==> src/rtl/mbx_pkg.sv <==
package mbx_pkg;

   typedef enum logic [1:0] {
      MBX_A_OUTMSG = 2'd0,
      MBX_A_INMSG  = 2'd1,
      MBX_A_STATUS = 2'd2,
      MBX_A_SPARE  = 2'd3
   } mbx_addr_e;

   localparam int STAT_FIELD_W = 8;
   localparam int STAT_OUT_LSB = 0;
   localparam int STAT_IN_LSB  = 8;
   localparam int STAT_MAX_DEPTH = (1 << STAT_FIELD_W) - 1;

endpackage

==> src/rtl/mbx_fifo.sv <==
module mbx_fifo #(
   parameter int W         = 32,
   parameter int DEPTH     = 4,
   parameter bit OVERWRITE = 1'b0,
   localparam int CW       = $clog2(DEPTH + 1)
) (
   input  logic          clk,
   input  logic          rst_n,
   input  logic          push,
   input  logic [W-1:0]  push_data,
   input  logic          pop,
   output logic [W-1:0]  head,
   output logic [CW-1:0] count,
   output logic          full,
   output logic          empty
);

   generate
      if (DEPTH == 1) begin : g_single
         logic [W-1:0] slot_q;
         logic         valid_q;
         logic         take;

         assign take = push && (!valid_q || pop || OVERWRITE);

         always_ff @(posedge clk) begin
            if (!rst_n) begin
               slot_q  <= '0;
               valid_q <= 1'b0;
            end else if (take) begin
               slot_q  <= push_data;
               valid_q <= 1'b1;
            end else if (pop) begin
               valid_q <= 1'b0;
            end
         end

         assign head  = slot_q;
         assign count = CW'(valid_q);
         assign full  = valid_q;
         assign empty = !valid_q;
      end else begin : g_ring
         localparam int PW = $clog2(DEPTH);

         logic [W-1:0]  mem [DEPTH];
         logic [PW-1:0] wr_ptr, rd_ptr;
         logic [CW-1:0] cnt_q;
         logic          do_pop, do_push, do_ovw, room;
         logic [PW-1:0] newest;

         function automatic logic [PW-1:0] ptr_next(input logic [PW-1:0] p);
            return (p == PW'(DEPTH - 1)) ? '0 : p + PW'(1);
         endfunction

         assign do_pop  = pop && (cnt_q != '0);
         assign room    = (cnt_q != CW'(DEPTH)) || do_pop;
         assign do_push = push && room;
         assign do_ovw  = push && !room && OVERWRITE;
         assign newest  = (wr_ptr == '0) ? PW'(DEPTH - 1) : wr_ptr - PW'(1);

         always_ff @(posedge clk) begin
            if (do_push) begin
               mem[wr_ptr] <= push_data;
            end else if (do_ovw) begin
               mem[newest] <= push_data;
            end
         end

         always_ff @(posedge clk) begin
            if (!rst_n) begin
               wr_ptr <= '0;
               rd_ptr <= '0;
               cnt_q  <= '0;
            end else begin
               if (do_push) wr_ptr <= ptr_next(wr_ptr);
               if (do_pop)  rd_ptr <= ptr_next(rd_ptr);
               cnt_q <= cnt_q + CW'(do_push) - CW'(do_pop);
            end
         end

         assign head  = mem[rd_ptr];
         assign count = cnt_q;
         assign full  = (cnt_q == CW'(DEPTH));
         assign empty = (cnt_q == '0);
      end
   endgenerate

endmodule

==> src/rtl/mbx_host_if.sv <==
module mbx_host_if
   import mbx_pkg::*;
#(
   parameter int W         = 32,
   parameter int IN_DEPTH  = 4,
   parameter int OUT_DEPTH = 1,
   localparam int ICW      = $clog2(IN_DEPTH + 1),
   localparam int OCW      = $clog2(OUT_DEPTH + 1)
) (
   input  logic           host_sel,
   input  logic           host_we,
   input  logic [1:0]     host_addr,
   input  logic [W-1:0]   host_wdata,
   input  logic [W-1:0]   out_head,
   input  logic [OCW-1:0] out_count,
   input  logic [ICW-1:0] in_count,
   output logic           in_push,
   output logic [W-1:0]   in_data,
   output logic           out_pop,
   output logic [W-1:0]   host_rdata
);

   mbx_addr_e      sel_addr;
   logic           rd_cyc;
   logic [ICW-1:0] in_free;
   logic [W-1:0]   status;

   assign sel_addr = mbx_addr_e'(host_addr);
   assign rd_cyc   = host_sel && !host_we;
   assign in_push  = host_sel && host_we && (sel_addr == MBX_A_INMSG);
   assign in_data  = host_wdata;
   assign out_pop  = rd_cyc && (sel_addr == MBX_A_OUTMSG) && (out_count != '0);
   assign in_free  = ICW'(IN_DEPTH) - in_count;

   always_comb begin
      status = '0;
      status[STAT_OUT_LSB +: STAT_FIELD_W] = STAT_FIELD_W'(out_count);
      status[STAT_IN_LSB  +: STAT_FIELD_W] = STAT_FIELD_W'(in_free);
   end

   always_comb begin
      host_rdata = '0;
      if (rd_cyc) begin
         unique case (sel_addr)
            MBX_A_OUTMSG: host_rdata = (out_count != '0) ? out_head : '0;
            MBX_A_STATUS: host_rdata = status;
            default:      host_rdata = '0;
         endcase
      end
   end

endmodule

==> src/rtl/mbx_core_if.sv <==
module mbx_core_if #(
   parameter int W         = 32,
   parameter int OUT_DEPTH = 1,
   localparam int OCW      = $clog2(OUT_DEPTH + 1)
) (
   input  logic           core_rd_req,
   input  logic           core_wr_req,
   input  logic           in_empty,
   input  logic [W-1:0]   in_head,
   input  logic           out_full,
   input  logic           out_pop,
   input  logic [OCW-1:0] out_count,
   output logic           core_rd_ack,
   output logic [W-1:0]   core_rd_data,
   output logic           core_wr_ack,
   output logic [OCW-1:0] core_out_space
);

   assign core_rd_ack    = core_rd_req && !in_empty;
   assign core_rd_data   = core_rd_ack ? in_head : '0;
   assign core_wr_ack    = core_wr_req && (!out_full || out_pop);
   assign core_out_space = OCW'(OUT_DEPTH) - out_count;

endmodule

==> src/rtl/mailbox_pair.sv <==
module mailbox_pair
   import mbx_pkg::*;
#(
   parameter int DATA_W    = 32,
   parameter int IN_DEPTH  = 4,
   parameter int OUT_DEPTH = 1,
   localparam int ICW      = $clog2(IN_DEPTH + 1),
   localparam int OCW      = $clog2(OUT_DEPTH + 1)
) (
   input  logic              clk,
   input  logic              rst_n,
   input  logic              core_rd_req,
   output logic              core_rd_ack,
   output logic [DATA_W-1:0] core_rd_data,
   input  logic              core_wr_req,
   input  logic [DATA_W-1:0] core_wr_data,
   output logic              core_wr_ack,
   output logic [ICW-1:0]    core_in_count,
   output logic [OCW-1:0]    core_out_space,
   input  logic              host_sel,
   input  logic              host_we,
   input  logic [1:0]        host_addr,
   input  logic [DATA_W-1:0] host_wdata,
   output logic [DATA_W-1:0] host_rdata
);

   generate
      if (DATA_W < STAT_IN_LSB + STAT_FIELD_W) begin : g_bad_width
         $error("mailbox_pair: DATA_W too narrow for the status word");
      end
      if (IN_DEPTH < 1 || IN_DEPTH > STAT_MAX_DEPTH) begin : g_bad_in
         $error("mailbox_pair: IN_DEPTH out of range");
      end
      if (OUT_DEPTH < 1 || OUT_DEPTH > STAT_MAX_DEPTH) begin : g_bad_out
         $error("mailbox_pair: OUT_DEPTH out of range");
      end
   endgenerate

   logic              in_push, in_full, in_empty;
   logic [DATA_W-1:0] in_data, in_head;
   logic [ICW-1:0]    in_count;
   logic              out_pop, out_full, out_empty;
   logic [DATA_W-1:0] out_head;
   logic [OCW-1:0]    out_count;

   mbx_fifo #(.W(DATA_W), .DEPTH(IN_DEPTH), .OVERWRITE(1'b1)) u_inbound (
      .clk       (clk),
      .rst_n     (rst_n),
      .push      (in_push),
      .push_data (in_data),
      .pop       (core_rd_ack),
      .head      (in_head),
      .count     (in_count),
      .full      (in_full),
      .empty     (in_empty)
   );

   mbx_fifo #(.W(DATA_W), .DEPTH(OUT_DEPTH), .OVERWRITE(1'b0)) u_outbound (
      .clk       (clk),
      .rst_n     (rst_n),
      .push      (core_wr_ack),
      .push_data (core_wr_data),
      .pop       (out_pop),
      .head      (out_head),
      .count     (out_count),
      .full      (out_full),
      .empty     (out_empty)
   );

   mbx_host_if #(.W(DATA_W), .IN_DEPTH(IN_DEPTH), .OUT_DEPTH(OUT_DEPTH)) u_host (
      .host_sel   (host_sel),
      .host_we    (host_we),
      .host_addr  (host_addr),
      .host_wdata (host_wdata),
      .out_head   (out_head),
      .out_count  (out_count),
      .in_count   (in_count),
      .in_push    (in_push),
      .in_data    (in_data),
      .out_pop    (out_pop),
      .host_rdata (host_rdata)
   );

   mbx_core_if #(.W(DATA_W), .OUT_DEPTH(OUT_DEPTH)) u_core (
      .core_rd_req    (core_rd_req),
      .core_wr_req    (core_wr_req),
      .in_empty       (in_empty),
      .in_head        (in_head),
      .out_full       (out_full),
      .out_pop        (out_pop),
      .out_count      (out_count),
      .core_rd_ack    (core_rd_ack),
      .core_rd_data   (core_rd_data),
      .core_wr_ack    (core_wr_ack),
      .core_out_space (core_out_space)
   );

   assign core_in_count = in_count;

   logic unused_flags;
   assign unused_flags = in_full ^ out_empty;

endmodule

==> config.mk <==
export PLATFORM = sky130hd
export DESIGN_NAME = mailbox_pair
export DESIGN_NICKNAME = d
export VERILOG_FILES = /design/src/rtl/mbx_pkg.sv /design/src/rtl/mbx_fifo.sv /design/src/rtl/mbx_host_if.sv /design/src/rtl/mbx_core_if.sv /design/src/rtl/mailbox_pair.sv
export SDC_FILE = /design/constraint.sdc
export NUM_CORES = 1
export LEC_CHECK = 0
export ABC_AREA = 1
export CAP_MARGIN = 20
export CELL_PAD_IN_SITES_DETAIL_PLACEMENT = 1
export CELL_PAD_IN_SITES_GLOBAL_PLACEMENT = 2
export CORE_MARGIN = 4
export CORE_UTILIZATION = 29
export CTS_CLUSTER_SIZE = 10
export DETAILED_ROUTE_END_ITERATION = 8
export GPL_TIMING_DRIVEN = 0
export PLACE_DENSITY = 0.83
export SYNTH_ARGS = -nofsm -noshare
export SYNTH_HDL_FRONTEND = slang
export SYNTH_SLANG_ARGS = --single-unit
==> constraint.sdc <==
create_clock -name clk -period 3.3 [get_ports clk]
set_input_delay 0.825 -clock clk [delete_from_list [all_inputs] [get_ports clk]]
set_output_delay 0.825 -clock clk [all_outputs]
set_load 0.02 [all_outputs]
==> results of run 1 <==
[critical path, cell delays in order]
cell	delay (ns)
clkdlybuf4s50_1	0.49
inv_2	0.05
nor2_4	0.16
o2111a_1	0.22
clkdlybuf4s50_1	0.60
[synthesized netlist by cell type, drive strengths merged]
cell	n
nor2	201
edfxtp	128
inv	84
a21oi	69
o21ai	67
nand2	57
dfxtp	42
nand3	39
buf	27
clkbuf	17
ha	7
o22ai	3
o211a	2
or2	2
clkinv	1
fa	1
nand3b	1
o2111a	1
xnor2	1
[flip-flops by register name (all words and copies together) (netlist names), named ones only]
register / cells
u_outbound.count: 1
u_inbound.count: 3
u_inbound.g_ring.mem: 128
u_inbound.g_ring.rd_ptr: 2
u_inbound.g_ring.wr_ptr: 2
u_outbound.head: 32
[kinds of logic (layout without fill, tap and decap cells)]
group / Yosys count / count (layout) / share of synthesized area
AND/OR/NAND/NOR: 300 / 300 / 0.1642
flip-flops: 170 / 170 / 0.6390
AO/OA/AOI/OAI: 142 / 142 / 0.1043
buffers and inverters: 129 / 304 / 0.07663
adder cells (fa/ha/maj): 8 / 8 / 0.01468
XOR/XNOR: 1 / 1 / 0.001195
[power breakdown]
part	switching, uW	internal (uW)
clock network	963	1100
logic	1110	613
registers	50.1	2370
total	2130	4090
[layer usage]
metal | share of wire | wire [um]
met1 | 0.44 | 8740
met2 | 0.49 | 9687
met3 | 0.060 | 1197
met4 | 0.012 | 243
met5 | 0.00035 | 7
[how the worst max path moves through the flow]
stage	from	end
3_5_place_dp	core_rd_req	core_rd_data[21]
3_3_place_gp	host_we	u_inbound.g_ring.mem[0][5]
4_1_cts	host_sel	host_rdata[9]
5_1_grt	u_inbound.count[0]	core_rd_data[1]
2_1_floorplan	u_inbound.count[1]	u_inbound.g_ring.mem[0][0]
6_report	host_sel	host_rdata[0]
[through the flow]
stage / worst slack, ns / cell area [um^2] / hold slack (ns)
6_report: 0.1236 / 9764 / 0.4848
5_1_grt: 0.003182 / 9764 / 0.5168
4_1_cts: 0.01127 / 9826 / 0.4904
3_5_place_dp: -0.4557 / 9260 / 0.4707
3_3_place_gp: -1.654 / 9128 / 0.4611
2_1_floorplan: 0.1238 / 7331 / 0.4516
[cell type report]
class	instances	area, um^2
Buffer	44	264.0
Clock buffer	17	425.4
Clock inverter	15	196.4
Fill cell	2797	14840
Inverter	85	319.1
Multi-Input combinational cell	451	2122
Sequential cell	170	4684
Tap cell	324	405.4
Timing Repair Buffer	143	1348
[repair_timing]
| action | CTS | global route |
|---|---|---|
| gates resized for setup | 73 | 59 |
| hold buffers | 0 | 0 |
| cloned | 0 | 0 |
| hold endpoints to repair | 0 | 0 |
| setup endpoints to repair | 64 | 41 |
==> flow_summary_export.csv, run 1 <==
group,metric,value,unit
grt,grt_max_degree,24,
yosys,syn_inst,750,
routing,drt_drc_violations_left,0,
power_and_ir_drop,p_leak,0.003918,uW
sta,worstMarginPinSlew,0.6421,ns
sta,fin_crit,3.176,ns
final_layout,drive_gt1_frac,0.1189,
clocking,cts_tree,"done",
clocking,cts.sinks,170,
sta,fin_skew,0.01376,ns
placed_design,place.gp.congestion,0.7139,
clocking,h-tree-depth,4,
status,status,"complete, no violations",
yosys,synth_top_area_cell,"edfxtp_1",
final_layout,final_cells,1249,
floorplan,io_pins,142,
critical_path,critical_path_arrival,2.35,ns
final_layout,antenna_cells,0,
grt,grt_pass1_wl,31.40,mm
grt,antenna_found_initial,1,
sta,maxSlewViolCount,0,
floorplan,core_area,24600,um^2
yosys,yosys_warnings,0,
grt,grt_pass1_vias,5859,
sta,fmax,0.3148,GHz
routing,post_drt_via_cell_ratio,4.538,
yosys,syn-num-nets,830,
yosys,ys_seq_elements,170,
yosys,syn_avg_cell_area,9.774,um^2
routing,vias,5668,
critical_path,r2r_start,"u_inbound.count[1]",
worst_hold_path,min_path_cells,2,
clocking,clkLatencyLatePin,0.44,ns
grt,track_usage,0.1422,
critical_path,reg2reg_depth,10,
sta,hold_viol,0,
floorplan,rows,57,
critical_path,worst_setup_path_start_kind,"input pin",
routing,routed_wl,19.88,mm
final_layout,final_common_cell,"nor2_1",
clocking,cts_root_buf,"clkbuf_16",
yosys,ys_types,28,
yosys,synth_seq_area_share,0.6390,
critical_path,setup.worst_path.end_class,"primary output",
sta,setup_tns,0,ns
grt,met1_usage,0.1759,
critical_path,r2r_setup_slack,0.58,ns
placed_design,place_inst,1217,
clocking,clock_path_buffers,2,
floorplan,die_w,167.0,um
critical_path,worstSetupPathType,"in -> out",
critical_path,crit_fanout,6,
yosys,synthTopCellsByArea,"edfxtp_1 52%, dfxtp_1 11%, nor2_1 10%",
grt,grt_util_met3,0.04148,
critical_path,r2r-end,"u_inbound.g_ring.mem[3][20]",
critical_path,cp.required,2.47,ns
sta,rsz0062_at_grt,"false",
clocking,post_cts.repair.setup_buffers,0,
routing,firstDrtPassIters,4,
grt,use_met2,0.2436,
routing,drt_iter0_markers,183,
worst_hold_path,min_to,"u_outbound.head[7]",
routing,wl_per_cell,15.91,um
floorplan,die_area,27890,um^2
floorplan,die_h,167.0,um
floorplan,start_util,0.2979,
clocking,path_clk_slew,0.08,ns
run,cap_viol_max_count,0,
sta,slew_headroom,0.5709,
sta,setup_violations,0,
clocking,cts_buffers,17,
power_and_ir_drop,power,6214,uW
final_layout,nets,992,
worst_hold_path,worstHoldPathType,"reg -> reg",
sta,min_period_over_period,0.9625,
grt,grt_remaining_overflow,0,
routing,drtAntennaViolNets,0,
final_layout,final_cell_mix,"195 x nor2_1, 128 x edfxtp_1, 82 x inv_1",
placed_design,hpwl,13.86,mm
yosys,synth_top_area_frac,0.5243,
worst_hold_path,hold_start,"u_outbound.head[7]",
placed_design,portBuffers,139,
final_layout,fin_util,0.3968,
grt,busiest_layer,"met2",
power_and_ir_drop,peakVddDrop,320.2,uV
yosys,syn-cell-area,7331,um^2
final_layout,area_delta_synth_final,33.20,%
power_and_ir_drop,p_per_area,636.4,nW/um^2
Power figures use the tool's default switching activity.
==> inputs of run 2 (changes only) <==
--- a/config.mk
+++ b/config.mk
@@ -14,6 +14,7 @@
 export CTS_CLUSTER_SIZE = 10
 export DETAILED_ROUTE_END_ITERATION = 8
 export GPL_TIMING_DRIVEN = 0
+export HOLD_SLACK_MARGIN = 0.06
 export PLACE_DENSITY = 0.83
 export SYNTH_ARGS = -nofsm -noshare
 export SYNTH_HDL_FRONTEND = slang
==> results of run 2 <==
Final layout, timing and power as in run 1 (identical DEF).
==> inputs of run 3 (changes only) <==
--- a/config.mk
+++ b/config.mk
@@ -5,17 +5,17 @@
 export SDC_FILE = /design/constraint.sdc
 export NUM_CORES = 1
 export LEC_CHECK = 0
-export ABC_AREA = 1
+export ABC_AREA = 0
 export CAP_MARGIN = 20
 export CELL_PAD_IN_SITES_DETAIL_PLACEMENT = 1
 export CELL_PAD_IN_SITES_GLOBAL_PLACEMENT = 2
 export CORE_MARGIN = 4
-export CORE_UTILIZATION = 29
+export CORE_UTILIZATION = 33
 export CTS_CLUSTER_SIZE = 10
 export DETAILED_ROUTE_END_ITERATION = 8
 export GPL_TIMING_DRIVEN = 0
 export HOLD_SLACK_MARGIN = 0.06
-export PLACE_DENSITY = 0.83
+export PLACE_DENSITY = 0.84
 export SYNTH_ARGS = -nofsm -noshare
 export SYNTH_HDL_FRONTEND = slang
 export SYNTH_SLANG_ARGS = --single-unit
==> run 3 against run 2 <==
Synthesized cell count decreased by 27%. Wire length increased by 13%. Worst setup slack got worse by 0.029 ns. Combinational power decreased by 20%. Clock skew increased by 0.0025 ns. Die area decreased by 7.6%. Sequential share of layout area decreased by 1.9 points.
==> flow_summary_export.csv, run 3 <==
group,metric,value,unit
status,status,"complete, no violations",
yosys,synth_edf_count,128,
power_and_ir_drop,p_leak,0.003661,uW
routing,post_drt_via_cell_ratio,5.336,
sta,rsz0062_at_grt,"true",
final_layout,final_common_cell,"edfxtp_1",
power_and_ir_drop,switching_power,1695,uW
grt,grt_max_degree,20,
yosys,yosys_warnings,0,
grt,antenna_found_initial,2,
critical_path,crit_fanout,10,
routing,drt_iter0_markers,295,
routing,drt_drc_violations_left,0,
yosys,synth-main-ff-cell,"edfxtp_1",
placed_design,portBuffers,140,
critical_path,critPathSlowestCell,"clkdlybuf4s50_1",
sta,setup_ws,0.09425,ns
floorplan,rows,55,
yosys,synthArstFlopShare,0,
sta,maxSlewViolCount,0,
critical_path,critical_path_arrival,2.38,ns
floorplan,die_w,160.5,um
critical_path,cpPeakStageDelay,0.51,ns
floorplan,die_area,25750,um^2
power_and_ir_drop,peakVddDrop,282.3,uV
critical_path,cp.required,2.47,ns
final_layout,largest_register_ffs,128,
grt,track_usage,0.1739,
final_layout,nets,787,
grt,grt_pass1_wl,35.16,mm
yosys,synth_top_area_cell,"edfxtp_1",
clocking,cts_tree,"done",
placed_design,hpwl,16.15,mm
clocking,cts_buffers,17,
power_and_ir_drop,intPower,4050,uW
sta,hold_viol,0,
routing,drtAntennaViolNets,0,
power_and_ir_drop,swShare,0.2950,
yosys,synth_seq_area_share,0.6106,
sta,setup_violations,0,
grt,grt_remaining_overflow,0,
run,cap_viol_max_count,0,
critical_path,path_depth,6,
final_layout,final_cell_mix,"128 x edfxtp_1, 71 x clkdlybuf4s50_1, 41 x dfxtp_1",
final_layout,drive_gt1_frac,0.2083,
final_layout,fin_util,0.4466,
grt,grt_pass1_vias,6136,
worst_hold_path,worstHoldPathType,"reg -> reg",
yosys,syn_avg_cell_area,14.10,um^2
sta,slew_headroom,0.4456,
floorplan,core_area,22780,um^2
sta,fin_crit,3.206,ns
yosys,synth.most_common_cell,"edfxtp_1",
final_layout,antenna_cells,0,
clocking,path_clk_slew,0.07,ns
final_layout,design_area,10170,um^2
routing,firstDrtPassIters,5,
final_layout,regMostFlops,"u_inbound.g_ring.mem",
yosys,syn_inst,544,
yosys,synth_top_area_frac,0.5010,
yosys,syn-cell-area,7672,um^2
floorplan,io_pins,142,
floorplan,start_util,0.3368,
critical_path,worstSetupPathType,"in -> out",
placed_design,dpl-instance-area,9620,um^2
power_and_ir_drop,p_per_area,564.7,nW/um^2
critical_path,crit_buf_inv,4,
yosys,syn-num-nets,624,
sta,fmax,0.3119,GHz
sta,worstMarginPinSlew,0.8297,ns
critical_path,cpLargestDelayFamily,"buffers and inverters",
worst_hold_path,min_path_cells,2,
clocking,cts_root_buf,"clkbuf_16",
power_and_ir_drop,seqPwrFrac,0.423,
clocking,cts.sinks,170,
critical_path,cp_cell_sequence,"clkdlybuf4s50_1 > nor4b_4 > buf_4 > buf_6 > and3_1 > clkdlybuf4s15_1",
sta,min_period_over_period,0.9714,
final_layout,fillCellCount,2320,
power_and_ir_drop,share_comb_of_total_power,0.242,
critical_path,worst_setup_path_start_kind,"input pin",
yosys,synthTopCellsByArea,"edfxtp_1 50%, dfxtp_1 11%, mux4_2 9.1%",
sta,fin_skew,0.01622,ns
floorplan,die_h,160.5,um
clocking,clkLatencyLatePin,0.43,ns
routing,wl_per_cell,21.68,um
yosys,ys_types,36,
critical_path,setup.worst_path.end_class,"primary output",
placed_design,place.gp.congestion,0.8042,
yosys,ys_seq_elements,170,
yosys,synthTopCellsByCount,"128 x edfxtp_1, 42 x dfxtp_1, 37 x and2_1, 36 x o211ai_1, 34 x nand4_1",
routing,vias,5512,
clocking,h-tree-depth,4,
placed_design,pre_cts_slack,-0.6705,ns
power_and_ir_drop,p_clk_frac,0.335,
clocking,clock_path_buffers,2,
critical_path,reg2reg_depth,8,
routing,routed_wl,22.39,mm
final_layout,area_delta_synth_final,32.60,%
-- run 3: power groups by stage --
stage | combinational (uW) | sequential [uW] | clock (uW)
6_report | 1390 | 2430 | 1920
5_1_grt | 1500 | 2440 | 2070
4_1_cts | 1410 | 2430 | 1970
3_5_place_dp | 1440 | 2480 | 0
3_3_place_gp | 1380 | 2470 | 0
2_1_floorplan | 851 | 2480 | 0
-- run 3: path summary, 6_finish.rpt --
kind / startpoint / end / slack (ns)
max: host_sel / host_rdata[1] / 0.09
min reg2reg: u_outbound.head[27] / u_outbound.head[27] / 0.51
max reg2reg: u_inbound.count[1] / u_inbound.g_ring.mem[3][12] / 0.41
min: u_outbound.head[27] / u_outbound.head[27] / 0.51
-- run 3: per-stage QoR --
stage	instances	hold WS [ns]	TNS (ns)	power (uW)
after floorplan	544	0.4633	0	3326
after global placement	997	0.4809	-136.08	3855
after detailed placement	1001	0.4992	-38.02	3920
after CTS	1033	0.5095	0	5808
after global routing	1033	0.5414	-0.0003881	6008
final	1033	0.5111	0	5745
-- run 3: kinds of logic (layout without fill, tap and decap cells) --
logic type      Yosys count  after routing  synth area share
fa+ha+maj                 8              8           0.01402
xor+xnor                  2              2          0.002284
simple gates            187            187            0.1575
mux                      35             35           0.09834
buf+inv                  62            238           0.04485
compound gates           80             80           0.07241
flops                   170            170            0.6106
-- run 3: worst reg2reg max path, delay by kind of cell (launching register included) --
kind / cells / cell delay, ns
adder cells (fa/ha/maj): 2 / 0.32
AO/OA/AOI/OAI: 1 / 0.69
flip-flops: 1 / 0.35
AND/OR/NAND/NOR: 2 / 0.72
buffers and inverters: 3 / 0.51
-- run 3: per-layer routing --
metal  global-route usage  vias to the layer above  routed length (um)  share of wire
li1                     -                     2484                   -              -
met5                    0                        -                  27         0.0012
met2               0.3049                      197               11280           0.50
met4              0.03129                        4                 135         0.0060
met1               0.2153                     2808                9468           0.42
met3              0.05183                       19                1479          0.066
-- run 3: final cells by class --
cell class              instances  area (um^2)  share of cell area
flip-flops and latches        170         4686              0.4606
multi-input cells             312         2703              0.2656
repair buffers                145         1448              0.1423
clock buffers                  17        425.4             0.04182
well taps                     313        391.6             0.03849
plain buffers                  53        349.1             0.03431
clock inverters                15        137.6             0.01353
inverters                       8        33.78            0.003321
-- run 3: what timing repair did --
action,CTS,global route
resized for setup,166,19
setup buffers,1,0
endpoints found under the setup margin,66,31
pin swaps,1,0
hold buffers,0,0
